==> src/rtl/spe_pkg.sv <==
package spe_pkg;

  typedef enum logic [1:0] {
    CMD_BLK_WR  = 2'b00,
    CMD_BLK_RD  = 2'b01,
    CMD_WORD_WR = 2'b10,
    CMD_WORD_RD = 2'b11
  } spe_cmd_e;

  typedef enum logic [2:0] {
    PH_IDLE, PH_HDR, PH_ACK, PH_TX, PH_RX, PH_FIN
  } spe_phase_e;

  function automatic logic spe_is_read(input logic [1:0] cmd);
    return cmd[0];
  endfunction

  function automatic logic spe_is_block(input logic [1:0] cmd);
    return ~cmd[1];
  endfunction

  function automatic int spe_data_bits(input logic [1:0] cmd, input int word_bits,
                                       input int block_bits);
    return spe_is_block(cmd) ? block_bits : word_bits;
  endfunction

endpackage

==> src/rtl/spe_hdr_shift.sv <==
module spe_hdr_shift #(
  parameter int HDR_W = 11
) (
  input  logic             clk,
  input  logic             rst_n,
  input  logic             load,
  input  logic [HDR_W-1:0] load_val,
  input  logic             shift,
  output logic             msb
);
  logic [HDR_W-1:0] sr;

  always_ff @(posedge clk) begin
    if (!rst_n)     sr <= '0;
    else if (load)  sr <= load_val;
    else if (shift) sr <= {sr[HDR_W-2:0], 1'b0};
  end

  assign msb = sr[HDR_W-1];
endmodule

==> src/rtl/spe_data_shift.sv <==
module spe_data_shift #(
  parameter int DW = 512
) (
  input  logic          clk,
  input  logic          rst_n,
  input  logic          load,
  input  logic [DW-1:0] load_val,
  input  logic          shift,
  input  logic          sin,
  output logic [DW-1:0] q
);
  always_ff @(posedge clk) begin
    if (!rst_n)     q <= '0;
    else if (load)  q <= load_val;
    else if (shift) q <= {q[DW-2:0], sin};
  end
endmodule

==> src/rtl/spe_ctrl.sv <==
module spe_ctrl
  import spe_pkg::*;
#(
  parameter int HDR_W      = 11,
  parameter int WORD_BITS  = 32,
  parameter int BLOCK_BITS = 512,
  parameter int CNT_W      = 9
) (
  input  logic       clk,
  input  logic       rst_n,
  input  logic       bit_en,
  input  logic       req_valid,
  input  logic [1:0] req_cmd,
  input  logic       ser_in,
  output spe_phase_e phase,
  output logic       accept,
  output logic       hdr_shift,
  output logic       hdr_done,
  output logic       ack_seen,
  output logic       dat_shift,
  output logic       data_done,
  output logic       busy,
  output logic       done
);
  logic [CNT_W-1:0] cnt;
  logic [CNT_W-1:0] last_q;
  logic [1:0]       cmd_q;

  always_comb begin
    accept    = (phase == PH_IDLE) && req_valid;
    hdr_shift = (phase == PH_HDR) && bit_en;
    hdr_done  = hdr_shift && (cnt == CNT_W'(HDR_W - 1));
    ack_seen  = (phase == PH_ACK) && bit_en && ser_in;
    dat_shift = ((phase == PH_TX) || (phase == PH_RX)) && bit_en;
    data_done = dat_shift && (cnt == last_q);
    busy      = (phase != PH_IDLE);
    done      = (phase == PH_FIN);
  end

  always_ff @(posedge clk) begin
    if (!rst_n) begin
      phase  <= PH_IDLE;
      cnt    <= '0;
      last_q <= '0;
      cmd_q  <= 2'b00;
    end else begin
      unique case (phase)
        PH_IDLE: if (accept) begin
          phase  <= PH_HDR;
          cnt    <= '0;
          cmd_q  <= req_cmd;
          last_q <= CNT_W'(spe_data_bits(req_cmd, WORD_BITS, BLOCK_BITS) - 1);
        end
        PH_HDR: if (hdr_shift) begin
          if (hdr_done) begin
            phase <= PH_ACK;
            cnt   <= '0;
          end else begin
            cnt <= cnt + 1'b1;
          end
        end
        PH_ACK: if (ack_seen) phase <= spe_is_read(cmd_q) ? PH_RX : PH_TX;
        PH_TX, PH_RX: if (dat_shift) begin
          if (data_done) phase <= PH_FIN;
          else           cnt   <= cnt + 1'b1;
        end
        PH_FIN: phase <= PH_IDLE;
        default: phase <= PH_IDLE;
      endcase
    end
  end
endmodule

==> src/rtl/serial_pkt_engine.sv <==
module serial_pkt_engine
  import spe_pkg::*;
#(
  parameter int CMD_W      = 2,
  parameter int AW         = 9,
  parameter int WORD_BITS  = 32,
  parameter int BLOCK_BITS = 512
) (
  input  logic                  clk,
  input  logic                  rst_n,
  input  logic                  bit_en,
  input  logic                  req_valid,
  input  logic [CMD_W-1:0]      req_cmd,
  input  logic [AW-1:0]         req_addr,
  input  logic [BLOCK_BITS-1:0] req_wdata,
  output logic                  busy,
  output logic                  done,
  output logic [BLOCK_BITS-1:0] rd_data,
  output logic                  ser_out,
  input  logic                  ser_in
);
  localparam int HDR_W = CMD_W + AW;
  localparam int CNT_W = $clog2(BLOCK_BITS);

  spe_phase_e phase;
  logic accept, hdr_shift, hdr_done, ack_seen, dat_shift, data_done;
  logic in_ack, in_rx;
  logic hdr_msb;
  logic [BLOCK_BITS-1:0] tx_aligned, dload, dq, rd_q;

  spe_ctrl #(
    .HDR_W(HDR_W), .WORD_BITS(WORD_BITS), .BLOCK_BITS(BLOCK_BITS), .CNT_W(CNT_W)
  ) u_ctrl (
    .clk(clk), .rst_n(rst_n), .bit_en(bit_en), .req_valid(req_valid),
    .req_cmd(req_cmd), .ser_in(ser_in), .phase(phase), .accept(accept),
    .hdr_shift(hdr_shift), .hdr_done(hdr_done), .ack_seen(ack_seen),
    .dat_shift(dat_shift), .data_done(data_done), .busy(busy), .done(done)
  );

  spe_hdr_shift #(.HDR_W(HDR_W)) u_hdr (
    .clk(clk), .rst_n(rst_n), .load(accept), .load_val({req_cmd, req_addr}),
    .shift(hdr_shift), .msb(hdr_msb)
  );

  generate
    if (BLOCK_BITS > WORD_BITS) begin : g_pad
      assign tx_aligned = spe_is_block(req_cmd) ? req_wdata
                        : {req_wdata[WORD_BITS-1:0], {(BLOCK_BITS-WORD_BITS){1'b0}}};
    end else begin : g_same
      assign tx_aligned = req_wdata;
    end
  endgenerate

  assign dload = spe_is_read(req_cmd) ? '0 : tx_aligned;

  spe_data_shift #(.DW(BLOCK_BITS)) u_data (
    .clk(clk), .rst_n(rst_n), .load(accept), .load_val(dload),
    .shift(dat_shift), .sin(ser_in), .q(dq)
  );

  assign in_ack = (phase == PH_ACK);
  assign in_rx  = (phase == PH_RX);

  always_ff @(posedge clk) begin
    if (!rst_n)                 rd_q <= '0;
    else if (data_done && in_rx) rd_q <= {dq[BLOCK_BITS-2:0], ser_in};
  end

  always_comb begin
    unique case (phase)
      PH_HDR:  ser_out = hdr_msb;
      PH_TX:   ser_out = dq[BLOCK_BITS-1];
      default: ser_out = 1'b0;
    endcase
  end

  assign rd_data = rd_q;
endmodule

==> config.mk <==
export PLATFORM = sky130hd
export DESIGN_NAME = serial_pkt_engine
export DESIGN_NICKNAME = d
export VERILOG_FILES = /design/src/rtl/spe_pkg.sv /design/src/rtl/spe_hdr_shift.sv /design/src/rtl/spe_data_shift.sv /design/src/rtl/spe_ctrl.sv /design/src/rtl/serial_pkt_engine.sv
export SDC_FILE = /design/constraint.sdc
export NUM_CORES = 2
export LEC_CHECK = 0
export ABC_CLOCK_PERIOD_IN_PS = 2900
export BUFFER_PORTS_ARGS = -buffer_cell sky130_fd_sc_hd__buf_2
export CAP_MARGIN = 5
export CORE_AREA = 2 2 410 412
export CTS_CLUSTER_DIAMETER = 150
export DETAILED_ROUTE_END_ITERATION = 7
export DIE_AREA = 0 0 412 414
export PLACE_DENSITY = 0.4
export RECOVER_POWER = 100
export SLEW_MARGIN = 20
export SYNTH_ARGS = -nofsm -noshare
export SYNTH_HDL_FRONTEND = slang
export SYNTH_SLANG_ARGS = --single-unit
==> constraint.sdc <==
create_clock -name clk -period 2.9 [get_ports clk]
set_input_delay 0.145 -clock clk [delete_from_list [all_inputs] [get_ports clk]]
set_output_delay 0.145 -clock clk [all_outputs]
set_load 0.005 [all_outputs]
Yosys cells after proc, flatten, opt, wreduce, memory -nomap -nowiden
Cells that the tools add are included.
{"block": "word_totals", "register_bits": 1057, "input_bits": 528, "out_inout_bits": 515}
{"block": "classes", "reduce_logical": 18, "n_addsub": 2, "n_eq_ne": 14, "n_mux": 22}
{"operator": "512-bit 2-to-1 mux", "count": 4}
{"operator": "9-bit 2-to-1 mux", "count": 5}
{"operator": "9-bit case mux with 3 select lines", "count": 1}
{"operator": "11-bit 2-to-1 mux", "count": 2}
{"operator": "3-bit 2-to-1 mux", "count": 7}
{"operator": "2-bit inequality test, second input constant", "count": 7}
{"operator": "3-bit case mux with 4 select lines", "count": 1}
{"operator": "9-bit by 1-bit adder with 9-bit output, second input constant", "count": 1}
{"operator": "9-bit by 4-bit equality test with 1-bit output, second input constant", "count": 1}
{"operator": "9-bit equality test", "count": 1}
{"operator": "9-bit by 2-bit subtractor with 9-bit output, second input constant", "count": 1}
{"operator": "1-bit logical AND", "count": 8}
{"operator": "3-bit by 2-bit equality test with 1-bit output, second input constant", "count": 2}
{"operator": "3-bit equality test, second input constant", "count": 2}
{"operator": "6-bit 2-to-1 mux", "count": 1}
{"operator": "6-bit AND reduction", "count": 1}
{"operator": "3-bit nonzero test", "count": 2}
{"operator": "5-bit AND reduction", "count": 1}
{"operator": "2-bit nonzero test", "count": 2}
{"operator": "3-bit by 1-bit equality test with 1-bit output, second input constant", "count": 1}
{"operator": "3-bit logical NOT", "count": 1}
{"operator": "1-bit case mux with 2 select lines", "count": 1}
{"operator": "2-bit AND reduction", "count": 1}
{"operator": "2-bit OR reduction", "count": 1}
{"operator": "1-bit logical OR", "count": 1}

Logic depth before layout (Yosys ltp)
{"block": "logic_depth", "word_depth": 7, "depth_mapped": 10, "ltp_nobuf": 7}

Cells and area by module
From an unflattened synthesis, not the netlist that was laid out.
{"block": "unflattened", "hier_cells": 5279, "area_unflattened_um2": 53882.9}
{"mod": "spe_data_shift", "n_inst": 1, "cells_per_inst": 2276, "area_each_um2": 28049.4}
{"mod": "serial_pkt_engine", "n_inst": 1, "cells_per_inst": 2828, "area_each_um2": 24289.5}
{"mod": "spe_ctrl", "n_inst": 1, "cells_per_inst": 127, "area_each_um2": 1003.5}
{"mod": "spe_hdr_shift", "n_inst": 1, "cells_per_inst": 48, "area_each_um2": 540.5}

Worst setup path before layout
OpenSTA, ideal clock, no wires.
{"block": "synth_path", "path_kind": "flip-flop to flip-flop", "start": "reg u_ctrl.phase[1]", "end": "reg u_data.q[285]", "arrival_ns": 1.969, "path_slack_ns": 0.791, "stages_incl_launch_ff": 9, "n_path_buf": 4, "path_cell_list": "dfxtp_1 -> buf_2 -> or3b_1 -> or2_1 -> buf_2 -> clkbuf_1 -> clkbuf_1 -> a221oi_1 -> nor3_2"}
{"block": "synth_between", "elab_chain_len": 4}
{"element": "start: declaration", "line_no": "spe_ctrl.sv:15", "rtl": "output spe_phase_e phase,"}
{"element": "start signal: assignment", "line_no": "spe_ctrl.sv:62", "rtl": "PH_ACK: if (ack_seen) phase <= spe_is_read(cmd_q) ? PH_RX : PH_TX;"}
{"element": "3-bit by 2-bit equality test with 1-bit output / 3-bit equality test (equally long branches)", "line_no": "spe_ctrl.sv:34", "rtl": "dat_shift = ((phase == PH_TX) || (phase == PH_RX)) && bit_en;"}
{"element": "1-bit logical OR", "line_no": "spe_ctrl.sv:34"}
{"element": "1-bit logical AND", "line_no": "spe_ctrl.sv:34"}
{"element": "2-bit nonzero test (no line)"}
{"element": "end signal: assignment", "line_no": "spe_data_shift.sv:14", "rtl": "else if (load) q <= load_val;"}
{"element": "end signal: assignment", "line_no": "spe_data_shift.sv:15", "rtl": "else if (shift) q <= {q[DW-2:0], sin};"}
{"element": "end: declaration", "line_no": "spe_data_shift.sv:10", "rtl": "output logic [DW-1:0] q"}
Several ways; a longest one is shown, not always the timed one.
A chain may end at the register's enable or synchronous reset.

Worst setup path after layout
{"block": "layout_path", "start": "reg u_ctrl.phase[0]", "end": "reg u_data.q[229]"}
Same word-level chain as after synthesis.

==> results <==
- The flow ran to the end, and the final reports show no timing, DRC or antenna violations.
- The synthesized netlist cell count is around 4.8k.
- The site row count is 150.
- The first global-routing pass estimated around 270000 µm of wire.
- The total wirelength of the detailed-routed design is 183000 µm.
- The worst hold path belongs to the class in -> reg.
- The hold violation count in the final report is 0.
- After floorplanning, the core was sized to cover between 150000 and 200000 µm².
- The post-synthesis instance area is 40600 µm².
- Setup violations remaining at the end of the flow were counted as 0.
- Entering global routing, the biggest net connects approximately 140 pins.
- The signed area change from the synthesized netlist to the final layout is 39.7%.
- The post-cts gate resize count is 0.
- The CTS root buffer is clkbuf_16.
- TritonCTS created 121 clock buffers.
- From left edge to right edge, the die measures about 410 µm.
- For the worst-skew pair, the clock arrives at the later sink with an insertion delay of about 0.76 ns.
- Before CTS, the worst setup slack after placement is between 0.3 and 0.4 ns.
- The leading register cell type out of synthesis is dfxtp_1.
- Buffers inserted to repair hold after CTS numbered between 500 and 600.
- The total routing usage reported by global routing is 0.204.
- After synthesis, the share of flip-flops with an asynchronous set or reset is 0.
- The count of flip-flops with a built-in enable after synthesis is 0.
- The detailed router finished its first iteration with ~2.7k violations.
- Setup repair after global routing left no endpoint under its margin.
- In the layout the commonest cells are dfxtp_1, nand2_1, buf_2.
- Detailed routing inserted a total of just over 40k vias.
- The worst-case IR drop observed on VDD is between 0.5 and 0.6 mV.
- The initial antenna violation count is 11.
- The number of placed instances, taps included, is 7681.
- The post-detailed-placement half-perimeter wirelength is about 130000 µm.
- The fraction of layout instances using a drive strength above 1 is 0.188.
- The worst relative slew slack is 0.0973.
- The count of buffers inserted at the top-level ports is approximately 1.0k.
- The capturing element type of the critical path is a flip-flop.
- The count of nets after finishing is approximately 6.7k.
- The number of post-CTS setup repair buffers is 0.
- Of the available clock period, the critical path in the final layout requires 0.953.
- The most common library cell in the layout ignoring fill and taps is dfxtp_1.
- Summed over all cells, the static leakage comes to 21.0 nW.
- The post-synthesis area per instance is 8.47 µm².
- The clock period minus final worst setup slack is roughly 2.8 ns.
- The count of state elements after synthesis is 1050.
- The cell area power density is 666 nW/µm².
- The sum of internal, switching and leakage power is ~0.038 W.
- After detailed routing, the number of remaining DRC violations is 0.
- The maximum net fanout on the critical path is 29.
- The share of total power dissipated in combinational logic is 0.151.
- The starting density of the core is 0.244.
- After detailed routing, the number of vias per cell comes to between 4 and 5.
- Counting distinct cell types in the post-synthesis netlist gives 50.
- Across the run, the number of max-cap violations was 0.
- The y dimension of the die is between 400 and 500 µm.
- The TritonCTS clock tree is yes.
- Leaving out filler cells and counting taps, the final layout contains ~8.4k.
- The number of fill cells in the layout is around 18k.
- STA classifies the critical path startpoint as a flip-flop.
- At the pin with the least slew margin, the transition time is approximately 1.4 ns.
- The average routed wire per standard cell is roughly 22 µm.
- The final worst slack is around 0.14 ns.
- The largest clock skew in the final design is between 0.04 and 0.05 ns.
- CTS built an H-tree with a depth of 3.
- The floorplan step defined a die boundary enclosing 171000 µm².
- The number of global-route vias before repair was ~40k.
- The global-route congestion overflow total is 0.
- For this run, the register share of the synthesized area comes to 0.518.
- In the final timing run, aggregate negative setup slack is 0 ns.
- The clock share of power is 0.414.
- Of the total power, the share spent switching nets is 0.290.
- The count of nets left with antenna violations once routing finished came out at 0.
- In this run the power spent charging and discharging nets is around 0.011 W.
- The fmax is roughly 360 MHz.
- The critical path is of the reg -> reg type.
- The number of slew-limit violations in the final report is 0.
- After clock tree synthesis, the clock-pin slew on the worst setup and hold paths is 0.06 ns.
- The number of top-level design ports is ~1.0k.
- The placer congestion estimate is 0.866.
- For the worst setup path, the data required time is 3.53 ns.
- The number of clock sinks is approximately 1.1k.
- The total nets after synthesis is 5323.
- The sequential share of power is 0.435.
- The data arrival at the endpoint of the critical path is 3.40 ns.
- The warning count from the yosys run is 0.
- The internal power summed over all cells is roughly 0.027 W.
- The first-pass iteration count of the detailed router is 5.
- The maximum clock path buffer count is 3.
## logic make-up (layout without fill, tap and decap cells)
kind of cell / Yosys count / count (layout) / share of synthesized area
xor gates and xnor gates: 1 / 1 / 0.000216
buffers and inverters: 478 / 1907 / 0.0529
AOI/OAI and AO/OA: 1075 / 1075 / 0.181
muxes: 36 / 36 / 0.00888
adders and majority gates: 2 / 2 / 0.000616
other: 0 / 9 / 0
DFF: 1050 / 1050 / 0.518
and+or+nand+nor: 2151 / 2151 / 0.238
## worst paths after layout
| check | start | cells past startpoint | slack (ns) | to |
|---|---|---|---|---|
| max | u_ctrl.phase[0] | 7 | 0.14 | u_data.q[229] |
| min | req_wdata[505] | 5 | 0.09 | u_data.q[505] |
| max reg2reg | u_ctrl.phase[0] | 7 | 0.14 | u_data.q[229] |
| min reg2reg | u_data.q[301] | 2 | 0.44 | rd_data[302] |
## state kept, by name, summed over array words and instances, names as in the netlist
name	count
u_hdr.sr	11
u_ctrl.last_q	2
u_ctrl.phase	3
u_data.q	512
u_ctrl.cnt	9
rd_data	512
u_ctrl.cmd_q	1
## per-stage QoR
stage,utilization,hold WS (ns),area [µm²]
final,0.341,0.0931,56700
after global routing,0.341,0.0307,56700
after CTS,0.345,0.00000366,57300
after detailed placement,0.289,0.395,48000
after global placement,0.289,0.389,48000
after floorplan,-,0.271,40600
## worst max-delay path, cell delays in order, from the launching register on
cell,delay [ns]
dfxtp_1,0.30
or3b_1,0.45
or2_4,0.30
nor3_4,0.23
buf_12,0.30
clkbuf_1,0.59
a221oi_1,0.27
nor3_1,0.20
## layout make-up
| type | count | area [µm²] | area share |
|---|---|---|---|
| tap | 2204 | 2760 | 0.0486 |
| timing repair buffer | 1679 | 11400 | 0.201 |
| antenna | 9 | 22.5 | 0.000397 |
| multi-input combinational | 3265 | 17400 | 0.307 |
| clock buffer | 183 | 3620 | 0.0639 |
| clock inverter | 39 | 435 | 0.00768 |
| sequential | 1050 | 21000 | 0.371 |
| inverter | 6 | 30.0 | 0.000530 |
## synthesized netlist by cell type, types with 2 or more instances
library cell / instances / share of area
dfxtp_1: 1050 / 0.52
nand2_1: 1036 / 0.096
nor2_1: 533 / 0.049
a21oi_1: 525 / 0.065
a221oi_1: 481 / 0.10
nor3_1: 388 / 0.048
clkbuf_1: 285 / 0.026
nor3_2: 160 / 0.039
buf_2: 145 / 0.018
mux2i_1: 36 / 0.0089
a211oi_1: 32 / 0.0059
buf_6: 21 / 0.0058
buf_1: 19 / 0.0018
o21ai_0: 11 / 0.0014
or3_1: 9 / 0.0014
a222oi_1: 7 / 0.0017
inv_1: 5 / 0.00046
and2_1: 4 / 0.00062
and3_1: 3 / 0.00046
nor2b_1: 3 / 0.00046
o2111ai_1: 3 / 0.00065
a31oi_1: 2 / 0.00031
a32o_1: 2 / 0.00049
a32oi_1: 2 / 0.00043
ha_1: 2 / 0.00062
nand2b_1: 2 / 0.00031
nand3_1: 2 / 0.00025
nand4_1: 2 / 0.00031
or2_2: 2 / 0.00031
## metal layers
| metal | share of wire | GRT usage | vias up | wire length (µm) |
|---|---|---|---|---|
| met1 | 0.42 | 0.254 | 19760 | 77600 |
| met4 | 0.042 | 0.0782 | 2 | 7620 |
| met3 | 0.048 | 0.0364 | 295 | 8700 |
| li1 | - | - | 19557 | - |
| met5 | 0.000038 | 0 | - | 7 |
| met2 | 0.49 | 0.349 | 1160 | 89100 |
## power by group through the flow
stage / clock, W / combinational, W / sequential [W]
3_3_place_gp: 0 / 0.00515 / 0.0167
2_1_floorplan: 0 / 0.00354 / 0.0163
6_report: 0.0156 / 0.00571 / 0.0164
3_5_place_dp: 0 / 0.00520 / 0.0167
5_1_grt: 0.0166 / 0.00632 / 0.0165
4_1_cts: 0.0160 / 0.00583 / 0.0164
Power figures use the tool's default switching activity.
